$ cat src/rtl/spi_bclk_pkg.sv
package spi_bclk_pkg;
    localparam int BYTE_W = 8;
    localparam int DIV_W  = 2 * BYTE_W;
    localparam int MIN_DIV = 2;

    typedef enum logic [1:0] {
        SRC_EXT     = 2'b00,
        SRC_AUX     = 2'b01,
        SRC_SUB     = 2'b10,
        SRC_SUB_ALT = 2'b11
    } src_sel_e;

    typedef struct packed {
        logic             master;
        logic [1:0]       sel;
        logic [DIV_W-1:0] div;
    } bclk_cfg_t;

    function automatic logic [DIV_W-1:0] clamp_div(input logic [DIV_W-1:0] raw);
        return (raw < DIV_W'(MIN_DIV)) ? DIV_W'(MIN_DIV) : raw;
    endfunction

    function automatic logic cfg_illegal(input bclk_cfg_t c);
        return c.master && (c.sel == SRC_EXT);
    endfunction
endpackage

$ cat src/rtl/bclk_cfg_track.sv
module bclk_cfg_track
    import spi_bclk_pkg::*;
(
    input  logic      clk,
    input  logic      rst_n,
    input  bclk_cfg_t cfg_in,
    output bclk_cfg_t cfg_q,
    output logic      reload,
    output logic      err_pulse
);
    typedef struct packed {
        bclk_cfg_t cfg;
        logic      err;
    } trk_t;

    trk_t st_d, st_q;

    always_comb begin
        st_d   = st_q;
        reload = (cfg_in.master != st_q.cfg.master) ||
                 (cfg_in.master && ((cfg_in.sel != st_q.cfg.sel) ||
                                    (cfg_in.div != st_q.cfg.div)));
        st_d.cfg = cfg_in;
        st_d.err = reload && cfg_illegal(cfg_in) && !cfg_illegal(st_q.cfg);
    end

    always_ff @(posedge clk or negedge rst_n) begin
        if (!rst_n) st_q <= '0;
        else        st_q <= st_d;
    end

    assign cfg_q     = st_q.cfg;
    assign err_pulse = st_q.err;
endmodule

$ cat src/rtl/bclk_src_sel.sv
module bclk_src_sel
    import spi_bclk_pkg::*;
(
    input  bclk_cfg_t cfg,
    input  logic      aux_tick,
    input  logic      sub_tick,
    output logic      tick,
    output logic      illegal
);
    always_comb begin
        illegal = cfg_illegal(cfg);
        unique case (src_sel_e'(cfg.sel))
            SRC_AUX:             tick = aux_tick;
            SRC_SUB, SRC_SUB_ALT: tick = sub_tick;
            default:             tick = 1'b0;
        endcase
        if (!cfg.master) tick = 1'b0;
    end
endmodule

$ cat src/rtl/bclk_div_core.sv
module bclk_div_core #(
    parameter int DIV_W = 16
) (
    input  logic             clk,
    input  logic             rst_n,
    input  logic             tick,
    input  logic             reload,
    input  logic [DIV_W-1:0] div_n,
    output logic             sclk,
    output logic             rise,
    output logic             fall
);
    localparam int CNT_W = DIV_W + 1;

    typedef struct packed {
        logic [CNT_W-1:0] cnt;
        logic             sclk;
        logic             rise;
        logic             fall;
    } core_t;

    core_t st_d, st_q;
    logic [CNT_W-1:0] low_len;
    logic [CNT_W-1:0] last_cnt;

    always_comb begin
        low_len  = (CNT_W'(div_n) + CNT_W'(1)) >> 1;
        last_cnt = CNT_W'(div_n) - CNT_W'(1);
        st_d      = st_q;
        st_d.rise = 1'b0;
        st_d.fall = 1'b0;
        if (reload) begin
            st_d.cnt  = '0;
            st_d.sclk = 1'b0;
        end else if (tick) begin
            if (st_q.cnt >= last_cnt) begin
                st_d.cnt  = '0;
                st_d.sclk = 1'b0;
                st_d.fall = st_q.sclk;
            end else begin
                st_d.cnt = st_q.cnt + CNT_W'(1);
                if (st_d.cnt == low_len) begin
                    st_d.sclk = 1'b1;
                    st_d.rise = !st_q.sclk;
                end
            end
        end
    end

    always_ff @(posedge clk or negedge rst_n) begin
        if (!rst_n) st_q <= '0;
        else        st_q <= st_d;
    end

    assign sclk = st_q.sclk;
    assign rise = st_q.rise;
    assign fall = st_q.fall;
endmodule

$ cat src/rtl/spi_bitclk_gen.sv
module spi_bitclk_gen
    import spi_bclk_pkg::*;
(
    input  logic              clk,
    input  logic              rst_n,
    input  logic              aux_tick_i,
    input  logic              sub_tick_i,
    input  logic              ext_sclk_i,
    input  logic              master_i,
    input  logic [1:0]        src_sel_i,
    input  logic [BYTE_W-1:0] div_hi_i,
    input  logic [BYTE_W-1:0] div_lo_i,
    output logic              sclk_o,
    output logic              rise_o,
    output logic              fall_o,
    output logic              cfg_err_o
);
    typedef struct packed {
        logic sclk;
        logic rise;
        logic fall;
    } slv_t;

    bclk_cfg_t cfg_in, cfg_q;
    logic reload, err_pulse, sel_tick, illegal_q, core_tick;
    logic m_sclk, m_rise, m_fall;
    slv_t slv_d, slv_q;

    assign cfg_in.master = master_i;
    assign cfg_in.sel    = src_sel_i;
    assign cfg_in.div    = {div_hi_i, div_lo_i};

    bclk_cfg_track u_trk (
        .clk(clk), .rst_n(rst_n), .cfg_in(cfg_in),
        .cfg_q(cfg_q), .reload(reload), .err_pulse(err_pulse)
    );

    bclk_src_sel u_sel (
        .cfg(cfg_q), .aux_tick(aux_tick_i), .sub_tick(sub_tick_i),
        .tick(sel_tick), .illegal(illegal_q)
    );

    assign core_tick = sel_tick && !illegal_q;

    bclk_div_core #(.DIV_W(DIV_W)) u_div (
        .clk(clk), .rst_n(rst_n), .tick(core_tick), .reload(reload),
        .div_n(clamp_div(cfg_q.div)),
        .sclk(m_sclk), .rise(m_rise), .fall(m_fall)
    );

    always_comb begin
        slv_d = '0;
        if (!reload) begin
            slv_d.sclk = ext_sclk_i;
            slv_d.rise = ext_sclk_i && !slv_q.sclk;
            slv_d.fall = !ext_sclk_i && slv_q.sclk;
        end
    end

    always_ff @(posedge clk or negedge rst_n) begin
        if (!rst_n) slv_q <= '0;
        else        slv_q <= slv_d;
    end

    assign sclk_o    = cfg_q.master ? m_sclk : slv_q.sclk;
    assign rise_o    = cfg_q.master ? m_rise : slv_q.rise;
    assign fall_o    = cfg_q.master ? m_fall : slv_q.fall;
    assign cfg_err_o = err_pulse;
endmodule

$ cat config.mk
export PLATFORM = sky130hd
export DESIGN_NAME = spi_bitclk_gen
export DESIGN_NICKNAME = d
export VERILOG_FILES = /design/src/rtl/spi_bclk_pkg.sv /design/src/rtl/bclk_cfg_track.sv /design/src/rtl/bclk_src_sel.sv /design/src/rtl/bclk_div_core.sv /design/src/rtl/spi_bitclk_gen.sv
export SDC_FILE = /design/constraint.sdc
export NUM_CORES = 1
export LEC_CHECK = 0
export BUFFER_PORTS_ARGS = -buffer_cell sky130_fd_sc_hd__clkbuf_2
export CORE_MARGIN = 8
export CORE_UTILIZATION = 25
export CTS_CLUSTER_DIAMETER = 50
export DETAILED_ROUTE_END_ITERATION = 10
export SYNTH_ARGS = -nofsm -noshare
export SYNTH_HDL_FRONTEND = slang
export SYNTH_HIERARCHICAL = 1
export SYNTH_SLANG_ARGS = --single-unit
$ cat constraint.sdc
create_clock -name clk -period 6.6 [get_ports clk]
set_input_delay 1.32 -clock clk [delete_from_list [all_inputs] [get_ports clk]]
set_output_delay 1.32 -clock clk [all_outputs]
set_load 0.01 [all_outputs]
# Yosys cells after proc, flatten, opt, wreduce, memory -nomap -nowiden
# Cells that the tools add are included.
[word_totals]
register_bits = 43
input_bits = 24
output_inout_bits = 4
elab_cells = 57
[classes]
add_sub_neg = 3
n_lt_le_gt_ge = 2
eq_ne = 7
n_mux = 14
n_reduce_logical = 20
[op_table]
columns = ["op", "n"]
rows = [
  ["18-bit two-way mux", 2],
  ["20-bit two-way mux", 1],
  ["16-bit by 1-bit adder with 17-bit output (second input constant)", 1],
  ["17-bit by 1-bit adder with 17-bit output (second input constant)", 1],
  ["17-bit by 16-bit equality test with 1-bit output", 1],
  ["17-bit greater-or-equal comparator", 1],
  ["16-bit by 1-bit subtractor with 17-bit output (second input constant)", 1],
  ["16-bit by 2-bit less-than comparator with 1-bit output (second input constant)", 1],
  ["16-bit two-way mux", 1],
  ["16-bit != test", 1],
  ["1-bit logical AND", 8],
  ["1-bit two-way mux", 6],
  ["2-bit equality test (second input constant)", 2],
  ["1-bit zero test", 4],
  ["2-bit zero test", 2],
  ["2-bit two-way mux", 2],
  ["3-bit two-way mux", 1],
  ["3-bit nonzero test", 1],
  ["2-bit by 1-bit equality test with 1-bit output (second input constant)", 1],
  ["1-bit logical OR", 2],
  ["2-bit != test", 1],
  ["1-bit one-hot mux with 2 select lines", 1],
  ["2-bit AND reduction", 1],
  ["2-bit nonzero test", 1],
  ["2 further kinds", 2],
]

# Logic depth before layout (Yosys ltp)
[depth]
ltp_word = 8
mapped_depth = 18
mapped_depth_nobuf = 17

# By module
# Netlist, hierarchy kept.
[by_module_without_submodules]
columns = ["mod", "instances", "cells_each", "area_per_inst_um2", "seq_area_each_um2"]
rows = [
  ["bclk_div_core", 1, 300, 2488.6, 500.5],
  ["bclk_cfg_track", 1, 51, 729.4, 500.5],
  ["spi_bitclk_gen", 1, 31, 252.7, 75.1],
  ["bclk_src_sel", 1, 4, 30.0, 0.0],
]

# Least setup slack after synthesis
# No wires, ideal clock.
[synth_path]
path_kind = "flip-flop to flip-flop"
from = "register u_trk.st_q (netlist bit u_trk/cfg_q[13])"
to = "register u_div/st_q[11] (netlist bit)"
setup_time_ns = 0.082
arrival_time_ns = 3.616
required_ns = 6.518
setup_slack_ns = 2.902
stages_incl_launch_ff = 19
n_path_buf = 1
synth_period_minus_slack_ns = 3.698
path_cell_list = "dfrtp_1 > nor4_2 > a41oi_1 > inv_1 > ha_1 > nand2_1 > nor2_1 > nand2_1 > xor2_1 > ha_1 > and4_1 > nand3_1 > nor4_1 > a2111oi_0 > o21bai_1 > nor4b_4 > buf_4 > o21ai_1 > a31oi_1"
[synth_via]
elab_chain_cells = 7
elab_cells_between_ends = 12
cone_classes = "1 x add/sub; 2 x order compare; 1 x eq/ne; 4 x mux; 4 x reduce/logical"
[synth_rtl]
columns = ["item", "line_no", "rtl"]
rows = [
  ["start, declared", "bclk_cfg_track.sv:16", "trk_t st_d, st_q;"],
  ["start signal, assigned", "bclk_cfg_track.sv:29", "else st_q <= st_d;"],
  ["16-bit by 2-bit less-than comparator with 1-bit output", "spi_bclk_pkg.sv:20", "return (raw < DIV_W'(MIN_DIV)) ? DIV_W'(MIN_DIV) : raw;"],
  ["16-bit two-way mux", "spi_bclk_pkg.sv:20", ""],
  ["16-bit by 1-bit subtractor with 17-bit output", "bclk_div_core.sv:28", "last_cnt = CNT_W'(div_n) - CNT_W'(1);"],
  ["17-bit greater-or-equal comparator", "bclk_div_core.sv:36", "if (st_q.cnt >= last_cnt) begin"],
  ["18-bit two-way mux", "bclk_div_core.sv:36", ""],
  ["20-bit two-way mux", "bclk_div_core.sv:35", "end else if (tick) begin"],
  ["18-bit two-way mux", "bclk_div_core.sv:32", "if (reload) begin"],
  ["end signal, assigned", "bclk_div_core.sv:52", "else st_q <= st_d;"],
  ["end, declared", "bclk_div_core.sv:22", "core_t st_d, st_q;"],
]
# Several ways; a longest one is shown, not always the timed one. The select of a mux whose other input is x is not followed.
# A chain may end at the register's enable or synchronous reset.

# Worst setup path in the final report
[layout_path]
from = "register u_trk.st_q (netlist bit u_trk/cfg_q[8])"
to = "register u_div/st_q[17] (netlist bit)"
# Same word-level chain as after synthesis.

==> summary.md <==
| Metric | Value |
|---|---|
| Status | `finished, final reports clean` |
| Setup_tns | `0 ns` |
| Top FF cell, synth | `dfrtp_1` |
| Row cnt | `43` |
| Commonest non-fill, non-tap cell in the layout | `xnor2_1` |
| Die H | `134 um` |
| N_diodes | `0` |
| CTS Buffer Depth | `2` |
| Placed cell area | `3710 um^2` |
| Clk slew on worst S/H paths | `0.06 ns` |
| Mapped cell area | `3500 um^2` |
| Critical Path RT | `6.79 ns` |
| Startpoint Class | `flop` |
| R2r worst-path depth | `17` |
| Design Power | `~0.61 mW` |
| CP max FO | `11` |
| Setup crit end kind | `flop` |
| Setup slack at placement | `2.07 ns` |
| Final Worst Setup Slack | `1.89 ns` |
| Hold WC Path Type | `reg -> reg` |
| Core Box Area | `13,800 um^2` |
| Total GRT Usage | `9.86%` |
| DR WL/cell | `15.3 um` |
| Yosys top cell area share | `30.7%` |
| Max-slew violation count | `0` |
| CTS buffer count | `5` |
| I/O Buffers | `27` |
| Async SR Flop Fraction | `100%` |
| Later-pin clock latency in the skew report | `just under 0.3 ns` |
| Ys Warns | `6` |
| Initial antenna violation count | `0` |
| Area leader, netlist | `dfrtp_1` |
| EDFF count, synth | `0` |
| Final net count | `434` |
| Clk_skew | `about 0.0067 ns` |
| Unique masters post-synth | `59` |
| Initial Utilization | `between 20% and 30%` |
| Static leakage | `about 1.5 nW` |
| FF/Latch Area | `1080 um^2` |
| Post-CTS sizing | `0` |
| Max capacitance violation total | `0` |
| Die width | `134 um` |
| CTS tree | `built` |
| Antenna viol nets, final | `0` |
| Final setup fails | `0` |
| Area of the multi-input gates | `2230 um^2` |
| Vias in the first global route | `roughly 2,800` |
| Fmax | `212 MHz` |
| Layout area overhead | `10.2%` |
| Largest net degree at the start of global routing | `44` |
| Ratio of final minimum period to clock period | `between 70% and 80%` |
| Maximum vdd drop | `0.000100 V` |
| Share of post-route cells with drive strength above 1 | `14.8%` |
| Power per cell area | `159 nW/um^2` |
| Drt total wl | `8.74 mm` |
| Initial DRC count | `175` |
| RSZ-0062 raised after global routing | `false` |
| Clk Tree Root Cell | `clkbuf_16` |
| TritonCTS Sinks | `43` |
| CP arrival | `about 4.9 ns` |
| Hold Path Depth | `1` |
| Area contributors post-synth | `dfrtp_1 (31%), xnor2_1 (13%), ha_1 (7.1%)` |
| Post-DR vias/cell | `5.01` |
| Die area | `18,000 um^2` |
| Flops & latches, synth | `43` |
| DRT Pass-1 Iters | `5` |
| Fin. Hold Viols | `0` |
| Synth Net Count | `430` |
| Worst-Margin Slew | `between 1 and 1.5 ns` |
| Fillcell total | `roughly 1,500` |
| Total gr overflow | `0` |
| Critical path class | `reg -> reg` |
| Avg Inst Size Synth | `9.07 um^2` |
| IO Pins | `28` |
| Post-CTS setup buffers | `0` |
| Cts hold-fix bufs | `0` |
| H-tree lvl count | `2` |
| HPWL after detailed placement | `6.83 mm` |
| Placer Congestion | `~0.92` |
| Worst rel slew slack | `between 20% and 30%` |
| First-pass GRT wire length | `14.4 mm` |
| Synth Instances | `between 300 and 400` |
| Post-route DRC | `0` |
| Sequential fraction of the synthesis area | `30.7%` |
| Cell area after layout | `between 3000 and 4000 um^2` |
| Commonest non-fill, non-tap cells in the layout | `xnor2_1 (53), dfrtp_1 (43), clkbuf_2 (27), nand2_1 (27), nand3_1 (27)` |
| Via count | `2,862` |
| Fin crit period | `4.71 ns` |
worst max-delay path, cell delays in order (launching register included):
cell       delay (ns)
dfrtp_1          0.52
nor4_2           0.36
a41oi_1          0.30
inv_1            0.18
ha_1             0.22
nand2_1          0.13
nor2_1           0.12
nand2_1          0.11
xor2_1           0.18
ha_1             0.31
and4_1           0.24
nand3_1          0.11
nor4_1           0.06
a2111oi_0        0.41
o21bai_1         0.24
nor2_1           0.62
nand3b_1         0.25
o21ai_0          0.26
layout make-up:
cell class                 count  share of cell area (%)
sequential                    43                    27.9
tap                          180                    5.84
clock buffer                   6                    3.34
inverter                       8                   0.779
timing repair buffer          29                    3.89
clock inverter                 2                   0.324
multi-input combinational    303                    57.9
power breakdown:
group,switching [mW],internal (mW)
Clock,0.106,0.140
Sequential,0.0170,0.270
Combinational,0.0418,0.0367
metrics by stage:
stage | util, % | hold WS, ns | cells
global placement | 27.0 | 0.427 | 563
finish | 28.0 | 0.449 | 571
floorplan | - | 0.413 | 386
detailed placement | 27.0 | 0.440 | 563
CTS | 28.0 | 0.450 | 571
global route | 28.0 | 0.461 | 571
flip-flops by register name, summed over array words and instances, names as in the netlist:
register and cells:
slv_q 3, u_div/fall 1, u_div/rise 1, u_div/sclk 1, u_div/st_q 17, u_trk/cfg_q 19
u_trk/err_pulse 1
Yosys cell counts (2+ instances only):
master	count
xnor2_1	53
dfrtp_1	43
nand2_1	27
nand3_1	27
ha_1	20
nor2_1	20
clkbuf_1	17
nor3_1	15
nand4_1	13
xor2_1	13
a21oi_1	12
buf_4	9
a31oi_1	8
inv_1	8
o21ai_0	8
nor2b_1	7
buf_2	6
nand2b_1	6
nor4_1	6
a21o_1	5
nor3b_1	5
or3_1	5
and3_1	4
nor4_2	4
a41oi_1	3
mux2_2	3
mux2i_1	2
nand3b_1	2
nand4b_1	2
nor3_2	2
o21bai_1	2
o31ai_1	2
logic make-up (layout without fill, tap and decap cells):
family | Yosys count | in the layout | synth area share, %
flops | 43 | 43 | 30.7
buf+inv | 40 | 45 | 5.47
mux | 7 | 7 | 2.36
xor+xnor | 68 | 68 | 17.6
simple gates | 158 | 158 | 26.9
compound gates | 50 | 50 | 9.79
fa+ha+maj | 20 | 20 | 7.15
layer usage:
metal	up-vias	GRT usage [%]	wire length, um
met3	12	1.91	455
met1	1392	13.0	4060
met5	-	0	0
li1	1375	-	-
met4	0	2.93	160
met2	83	15.9	4070
path summary, 6_finish.rpt:
kind	slack (ns)	start	to
min reg2reg	0.45	slv_q[2]	slv_q[1]
max	1.89	u_trk/cfg_q[8]	u_div/st_q[17]
min in group asynchronous	1.20	rst_n	u_div/st_q[5]
max in group asynchronous	4.71	rst_n	u_trk/cfg_q[8]
min	0.45	slv_q[2]	slv_q[1]
max reg2reg	1.89	u_trk/cfg_q[8]	u_div/st_q[17]
Power figures use the tool's default switching activity.
